**config.mk**
```make
export PLATFORM = sky130hd
export DESIGN_NAME = cseq_sequencer
export DESIGN_NICKNAME = d
export VERILOG_FILES = /design/src/rtl/cseq_pkg.sv /design/src/rtl/cseq_settings.sv /design/src/rtl/cseq_chan_pick.sv /design/src/rtl/cseq_tick_timer.sv /design/src/rtl/cseq_sequencer.sv
export SDC_FILE = /design/constraint.sdc
export NUM_CORES = 1
export LEC_CHECK = 0
export ABC_AREA = 1
export BUFFER_PORTS_ARGS = -buffer_cell sky130_fd_sc_hd__buf_2
export CAP_MARGIN = 10
export CORE_ASPECT_RATIO = 0.75
export CORE_MARGIN = 4
export CORE_UTILIZATION = 40
export DETAILED_ROUTE_END_ITERATION = 8
export SETUP_SLACK_MARGIN = 0.15
export SLEW_MARGIN = 20
export SYNTH_ARGS = -nofsm -noshare
export SYNTH_HDL_FRONTEND = slang
export SYNTH_SLANG_ARGS = --single-unit
```
**constraint.sdc**
```tcl
create_clock -name clk -period 4.2 [get_ports clk]
set_input_delay 0.84 -clock clk [delete_from_list [all_inputs] [get_ports clk]]
set_output_delay 0.84 -clock clk [all_outputs]
set_load 0.05 [all_outputs]
```
**src/rtl/cseq_pkg.sv**
```systemverilog
package cseq_pkg;

    localparam int NUM_CH  = 3;
    localparam int CT_W    = 3;
    localparam int MODE_W  = 4;
    localparam int CHAN_W  = 2;
    localparam int CT_TW   = 13;
    localparam int CT_MAX  = 4120;

    localparam logic [MODE_W-1:0] MODE_DEFAULT = 4'hF;
    localparam logic [CT_W-1:0]   CT_DEFAULT   = 3'd5;

    localparam logic [CHAN_W-1:0] CH_BUS   = 2'd0;
    localparam logic [CHAN_W-1:0] CH_SHUNT = 2'd1;
    localparam logic [CHAN_W-1:0] CH_TEMP  = 2'd2;

    typedef enum logic [2:0] {
        ST_IDLE    = 3'd0,
        ST_ARM     = 3'd1,
        ST_DELAY   = 3'd2,
        ST_LAUNCH  = 3'd3,
        ST_MEASURE = 3'd4,
        ST_AWAIT   = 3'd5,
        ST_WRAP    = 3'd6
    } seq_state_e;

    // Window length in microsecond ticks for a conversion-time code.
    function automatic logic [CT_TW-1:0] ct_ticks(input logic [CT_W-1:0] code);
        logic [CT_TW-1:0] t;
        unique case (code)
            3'd0:    t = 13'd50;
            3'd1:    t = 13'd84;
            3'd2:    t = 13'd150;
            3'd3:    t = 13'd280;
            3'd4:    t = 13'd540;
            3'd5:    t = 13'd1052;
            3'd6:    t = 13'd2074;
            default: t = 13'd4120;
        endcase
        return t;
    endfunction

endpackage

```
**src/rtl/cseq_settings.sv**
```systemverilog
module cseq_settings
    import cseq_pkg::*;
#(
    parameter int DLY_W = 8
) (
    input  logic                         clk,
    input  logic                         rst_n,
    input  logic                         cfg_rst,
    input  logic                         cfg_wr,
    input  logic [MODE_W-1:0]            mode_in,
    input  logic [NUM_CH-1:0][CT_W-1:0]  ct_in,
    input  logic [DLY_W-1:0]             dly_in,
    output logic [MODE_W-1:0]            mode_q,
    output logic [NUM_CH-1:0][CT_W-1:0]  ct_q,
    output logic [DLY_W-1:0]             dly_q
);

    always_ff @(posedge clk or negedge rst_n) begin
        if (!rst_n) begin
            mode_q <= MODE_DEFAULT;
            dly_q  <= '0;
            for (int i = 0; i < NUM_CH; i++) ct_q[i] <= CT_DEFAULT;
        end else if (cfg_rst) begin
            mode_q <= MODE_DEFAULT;
            dly_q  <= '0;
            for (int i = 0; i < NUM_CH; i++) ct_q[i] <= CT_DEFAULT;
        end else if (cfg_wr) begin
            mode_q <= mode_in;
            dly_q  <= dly_in;
            for (int i = 0; i < NUM_CH; i++) ct_q[i] <= ct_in[i];
        end
    end

endmodule

```
**src/rtl/cseq_chan_pick.sv**
```systemverilog
module cseq_chan_pick
    import cseq_pkg::*;
(
    input  logic [NUM_CH-1:0] en,
    input  logic [CHAN_W-1:0] cur,
    output logic [CHAN_W-1:0] first_ch,
    output logic [CHAN_W-1:0] next_ch,
    output logic              has_next,
    output logic              any_en
);

    logic [NUM_CH-1:0] later;

    // Channels that are enabled and come after the current one.
    for (genvar g = 0; g < NUM_CH; g++) begin : g_later
        assign later[g] = en[g] && (g > int'(cur));
    end

    always_comb begin
        first_ch = CH_BUS;
        next_ch  = CH_BUS;
        for (int i = NUM_CH - 1; i >= 0; i--) begin
            if (en[i])    first_ch = CHAN_W'(i);
            if (later[i]) next_ch  = CHAN_W'(i);
        end
        has_next = |later;
        any_en   = |en;
    end

endmodule

```
**src/rtl/cseq_tick_timer.sv**
```systemverilog
module cseq_tick_timer #(
    parameter int W = 19
) (
    input  logic         clk,
    input  logic         rst_n,
    input  logic         run,
    input  logic         tick,
    input  logic [W-1:0] target,
    output logic         hit
);

    logic [W-1:0] cnt_q;

    always_ff @(posedge clk or negedge rst_n) begin
        if (!rst_n)      cnt_q <= '0;
        else if (!run)   cnt_q <= '0;
        else if (tick)   cnt_q <= cnt_q + 1'b1;
    end

    // Fires on the tick that completes the target count.
    assign hit = run && tick && (cnt_q == target - 1'b1);

endmodule

```
**src/rtl/cseq_sequencer.sv**
```systemverilog
module cseq_sequencer
    import cseq_pkg::*;
#(
    parameter int DLY_W          = 8,
    parameter int DLY_STEP_TICKS = 2000
) (
    input  logic              clk,
    input  logic              rst_n,
    input  logic              us_tick,
    input  logic              cfg_wr,
    input  logic              cfg_rst,
    input  logic [3:0]        cfg_mode,
    input  logic [2:0]        cfg_bus_ct,
    input  logic [2:0]        cfg_shunt_ct,
    input  logic [2:0]        cfg_temp_ct,
    input  logic [DLY_W-1:0]  cfg_delay,
    output logic              conv_start,
    output logic [1:0]        conv_chan,
    input  logic              conv_done,
    output logic              cycle_done
);

    localparam int DLY_MAX = ((2 ** DLY_W) - 1) * DLY_STEP_TICKS;
    localparam int TGT_MAX = (DLY_MAX > CT_MAX) ? DLY_MAX : CT_MAX;
    localparam int TMR_W   = $clog2(TGT_MAX + 1);

    logic [MODE_W-1:0]           mode_q;
    logic [NUM_CH-1:0][CT_W-1:0] ct_q;
    logic [DLY_W-1:0]            dly_q;
    logic [NUM_CH-1:0][CT_W-1:0] ct_in;

    seq_state_e        state_q, state_d;
    logic [CHAN_W-1:0] chan_q, chan_d;
    logic              done_seen_q;
    logic              restart;

    logic [CHAN_W-1:0] first_ch, next_ch;
    logic              has_next, any_en;
    logic              tmr_run, tmr_hit;
    logic [TMR_W-1:0]  tmr_tgt;
    logic [CT_W-1:0]   ct_sel;

    assign restart = cfg_wr | cfg_rst;

    assign ct_in[0] = cfg_bus_ct;
    assign ct_in[1] = cfg_shunt_ct;
    assign ct_in[2] = cfg_temp_ct;

    cseq_settings #(.DLY_W(DLY_W)) u_set (
        .clk     (clk),
        .rst_n   (rst_n),
        .cfg_rst (cfg_rst),
        .cfg_wr  (cfg_wr),
        .mode_in (cfg_mode),
        .ct_in   (ct_in),
        .dly_in  (cfg_delay),
        .mode_q  (mode_q),
        .ct_q    (ct_q),
        .dly_q   (dly_q)
    );

    cseq_chan_pick u_pick (
        .en       (mode_q[NUM_CH-1:0]),
        .cur      (chan_q),
        .first_ch (first_ch),
        .next_ch  (next_ch),
        .has_next (has_next),
        .any_en   (any_en)
    );

    // Conversion-time code of the channel in flight.
    always_comb begin
        unique case (chan_q)
            CH_BUS:   ct_sel = ct_q[0];
            CH_SHUNT: ct_sel = ct_q[1];
            default:  ct_sel = ct_q[2];
        endcase
    end

    assign tmr_run = (state_q == ST_DELAY) || (state_q == ST_MEASURE);
    assign tmr_tgt = (state_q == ST_DELAY)
                   ? TMR_W'(dly_q) * TMR_W'(DLY_STEP_TICKS)
                   : TMR_W'(ct_ticks(ct_sel));

    cseq_tick_timer #(.W(TMR_W)) u_tmr (
        .clk    (clk),
        .rst_n  (rst_n),
        .run    (tmr_run),
        .tick   (us_tick),
        .target (tmr_tgt),
        .hit    (tmr_hit)
    );

    // Next-state logic.
    always_comb begin
        state_d = state_q;
        chan_d  = chan_q;
        if (restart) begin
            state_d = ST_ARM;
        end else begin
            unique case (state_q)
                ST_IDLE: state_d = ST_IDLE;
                ST_ARM: begin
                    if (!any_en) begin
                        state_d = ST_IDLE;
                    end else if (dly_q == '0) begin
                        state_d = ST_LAUNCH;
                        chan_d  = first_ch;
                    end else begin
                        state_d = ST_DELAY;
                    end
                end
                ST_DELAY: begin
                    if (tmr_hit) begin
                        state_d = ST_LAUNCH;
                        chan_d  = first_ch;
                    end
                end
                ST_LAUNCH: state_d = ST_MEASURE;
                ST_MEASURE: begin
                    if (tmr_hit) state_d = ST_AWAIT;
                end
                ST_AWAIT: begin
                    if (done_seen_q || conv_done) begin
                        if (has_next) begin
                            state_d = ST_LAUNCH;
                            chan_d  = next_ch;
                        end else begin
                            state_d = ST_WRAP;
                        end
                    end
                end
                ST_WRAP: begin
                    if (mode_q[3]) begin
                        state_d = ST_LAUNCH;
                        chan_d  = first_ch;
                    end else begin
                        state_d = ST_IDLE;
                    end
                end
                default: state_d = ST_IDLE;
            endcase
        end
    end

    // State register, channel register and early-done memory.
    always_ff @(posedge clk or negedge rst_n) begin
        if (!rst_n) begin
            state_q     <= ST_ARM;
            chan_q      <= CH_BUS;
            done_seen_q <= 1'b0;
        end else begin
            state_q <= state_d;
            chan_q  <= chan_d;
            if (restart || state_q == ST_LAUNCH)
                done_seen_q <= 1'b0;
            else if (state_q == ST_MEASURE && conv_done)
                done_seen_q <= 1'b1;
        end
    end

    // Outputs.
    always_comb begin
        conv_start = (state_q == ST_LAUNCH);
        cycle_done = (state_q == ST_WRAP);
        conv_chan  = chan_q;
    end

endmodule

```
==> impl_metrics.toml <==
[worst_setup_path]
end_kind = "register"
arrival_ns = 5.05
cp_max_fo = 4
startpoint_type = "register"
cp-endpoint = "state_q[1]$_DFFE_PN0P_"
crit_type = "register to register"
r2r_end = "state_q[1]$_DFFE_PN0P_"
r2r_start = "u_set.dly_q[1]$_DFFE_PN0N_"
r2r_cells = 26
crit_path_start = "u_set.dly_q[1]$_DFFE_PN0N_"
r2r_setup_slack_ns = -0.67
worstPathRequired_ns = 4.38

[placed_design]
dp_slack_ns = -0.674
io_buffers = 30
place_congestion = 0.878
place_area_um2 = 5780
dp_hpwl_um = 10800

[clocking]
htreeDepth = 2
clockBufferDepth = 2
clk_pin_slew_worst_paths_ns = 0.08
clkLatencyLatePin_ns = 0.30
cts_hold_buf = 0
cts_tree = "yes"
cts_buffers = 5
cts-root-buf = "clkbuf_16"
cts_sinks = 46

[global_routing]
grt_pass1_vias = 4768
grt_max_degree = 32
grt_usage_pct = 18.6
antenna_found_initial = 0
grt_pass1_wl_um = 22700
grt-ovfl-total = 0

[synth]
seq_area_frac_synth_pct = 22.9
synth_area_leaders = "dfrtp_1 (17%), nand2_1 (14%), ha_1 (11%)"
synth_nets = 847
synthFlopType = "dfrtp_1"
synth_top_area_share_pct = 17.2
syn_avg_cell_area_um2 = 6.73
ys_ff_latch = 46
synth_edf_count = 0
synth_cells = 755
post-synth-top-count-cell = "nand2_1"
syn-cell-area_um2 = 5080
yosysTopAreaCell = "dfrtp_1"
ys_warn_count = 0
synthArstFlopShare_pct = 100
ys_top_cells_by_count = "nand2_1 (192), inv_1 (125), nor2_1 (85)"
ys_types = 42

[status]
failed_checks = "setup timing"
status = "complete, but fails checks"

[detailed_routing]
first_pass_iters = 5
via_count = 4962
routed_wirelength_um = 13100
ant_nets = 0
via_per_inst = 4.98
drc_errors = 0
wl_per_cell_um = 13.1
drt_iter0_drc = 328

[floorplan]
fp.dieW_um = 138
start_util_pct = 41.2
fp.dieArea_um2 = 14600
die_h_um = 106
core.rowCount = 35
ios = 31
core-area_um2 = 12300

[cells_and_area]
num_antenna_cells = 0
utilization_pct = 50.0
area_delta_synth_final_pct = 21.4
final_nets = 922
layout-drive-gt1-share_pct = 24.5
stdcell_area_um2 = 6170

[sta]
worstMarginPinSlew_ns = 1.04
clock_skew_ns = 0.0117
fmax_mhz = 205
period_minus_slack_ns = 4.87
max_slew_margin_pct = 30.6
drv_slew = 0
hold_viol = 0
setup_ws_ns = -0.671
setup_viol = 5
post-route-period-util_pct = 116
holdWs_ns = 0.481
rsz0062_at_grt = "true"

[power]
ir_drop_mv = 0.190
powerDensity_nw_per_um2 = 305
p_total_mw = 1.88
p_leak_nw = 3.18

[worst_hold_path]
hold_class = "input pin to asynchronous set/reset pin"

[run]
maxCapViolCount = 0
==> worst max-delay path, cell delays in order, from the launching register on <==
cell and delay [ns]:
dfrtp_2 0.43, buf_6 0.12, fa_1 0.53, inv_1 0.05, fa_1 0.45, fa_1 0.49, inv_1 0.05, fa_1 0.55
ha_4 0.24, buf_4 0.14, nand3b_1 0.17, inv_1 0.06, nor2_1 0.04, nor2_2 0.14, buf_4 0.14, nand2_2 0.05
nor2_4 0.18, nand3_2 0.10, nand2_2 0.08, nand2_1 0.06, nand2_2 0.09, nand4_1 0.09, a21oi_1 0.14, buf_4 0.15
nand3_2 0.07, nand3_1 0.07, nand2_1 0.06
==> final cells by class <==
type	count	area [um2]
Clock buffer	5	125
Clock inverter	3	23.8
Inverter	139	522
Tap cell	166	208
Sequential cell	46	1170
Timing Repair Buffer	77	532
Multi-Input combinational cell	561	3590
Fill cell	1294	6180
==> layout by cell type (no fill, tap or decap), types with 3 or more instances in the layout <==
cell       synthesis  layout
o21ai_0           24      24
clkbuf_16          0       5
dfrtp_1           35      30
xor2_1             7       7
nor2_1            85      74
nand3_2            4      18
inv_2             13      15
fa_1              22      22
o21ai_1            4       3
nand4_1           17      17
o21ai_2            2       3
nand3_1           64      50
nor2_2             9      19
ha_4               0       5
nand2_1          192     168
dfrtp_2            0       5
nor4_1             3       3
buf_4              0      44
nor2_4             7       8
buf_2              3      30
nor3_1            13      13
dfstp_2           11      11
inv_1            125     123
ha_1              43      38
nand2_2            7      29
a21oi_1           31      31
nand2_4            2       4
nand3b_1           6       6
==> report_power, final <==
group	leakage (nW)	internal, mW	switching [mW]
Combinational	2.53	0.401	0.574
Clock	0.0664	0.224	0.202
Sequential	0.589	0.464	0.0178
==> stage by stage <==
| stage | setup TNS [ns] | instances |
|---|---|---|
| floorplan | -0.572 | 755 |
| global placement | -2.98 | 982 |
| detailed placement | -3.27 | 983 |
| CTS | -2.68 | 994 |
| global route | -4.45 | 997 |
| finish | -3.20 | 997 |
==> sequential cells by signal, summed over array words and instances (netlist names) <==
signal and count:
conv_chan 2, done_seen_q 1, state_q 3, u_set.ct_q 9, u_set.dly_q 8, u_set.mode_q 4
u_tmr.cnt_q 19
==> layer usage <==
| layer | global-route usage [%] | share of wire [%] | routed length, um | up-vias |
|---|---|---|---|---|
| met3 | 2.40 | 3.9 | 512 | 6 |
| met4 | 3.03 | 0.70 | 92 | 0 |
| met2 | 28.9 | 43 | 5650 | 88 |
| met1 | 27.9 | 52 | 6830 | 2326 |
| met5 | 0 | 0 | 0 | - |
| li1 | - | - | - | 2542 |
==> timing repair <==
action                     CTS  global route
buffers inserted             3             3
resized for setup           24            29
hold endpoints to repair     0             0
setup endpoints to repair    5             5
pin swaps                   12            16
==> cell families (layout without fill, tap and decap cells) <==
family	Yosys count	in the layout	synth area share [%]
flip-flops	46	46	22.9
buffers and inverters	148	224	11.2
AO/OA/AOI/OAI	74	74	8.35
adder cells (fa/ha/maj)	65	65	19.3
XOR/XNOR	9	9	1.55
AND/OR/NAND/NOR	413	413	36.8
==> worst min path at each step <==
| stage | depth (start not counted) | slack [ns] | start | end |
|---|---|---|---|---|
| floorplan | 2 | 0.45 | u_set.ct_q[6]$_DFFE_PN1N_ | u_set.ct_q[6]$_DFFE_PN1N_ |
| global placement | 2 | 0.47 | u_set.ct_q[8]$_DFFE_PN1N_ | u_set.ct_q[8]$_DFFE_PN1N_ |
| detailed placement | 2 | 0.47 | u_set.mode_q[3]$_DFFE_PN1N_ | u_set.mode_q[3]$_DFFE_PN1N_ |
| CTS | 1 | 0.49 | rst_n | u_set.dly_q[7]$_DFFE_PN0N_ |
| global route | 1 | 0.52 | rst_n | u_set.dly_q[7]$_DFFE_PN0N_ |
| finish | 1 | 0.48 | rst_n | u_set.dly_q[7]$_DFFE_PN0N_ |
Note: power is estimated with default switching activity, not from simulation.
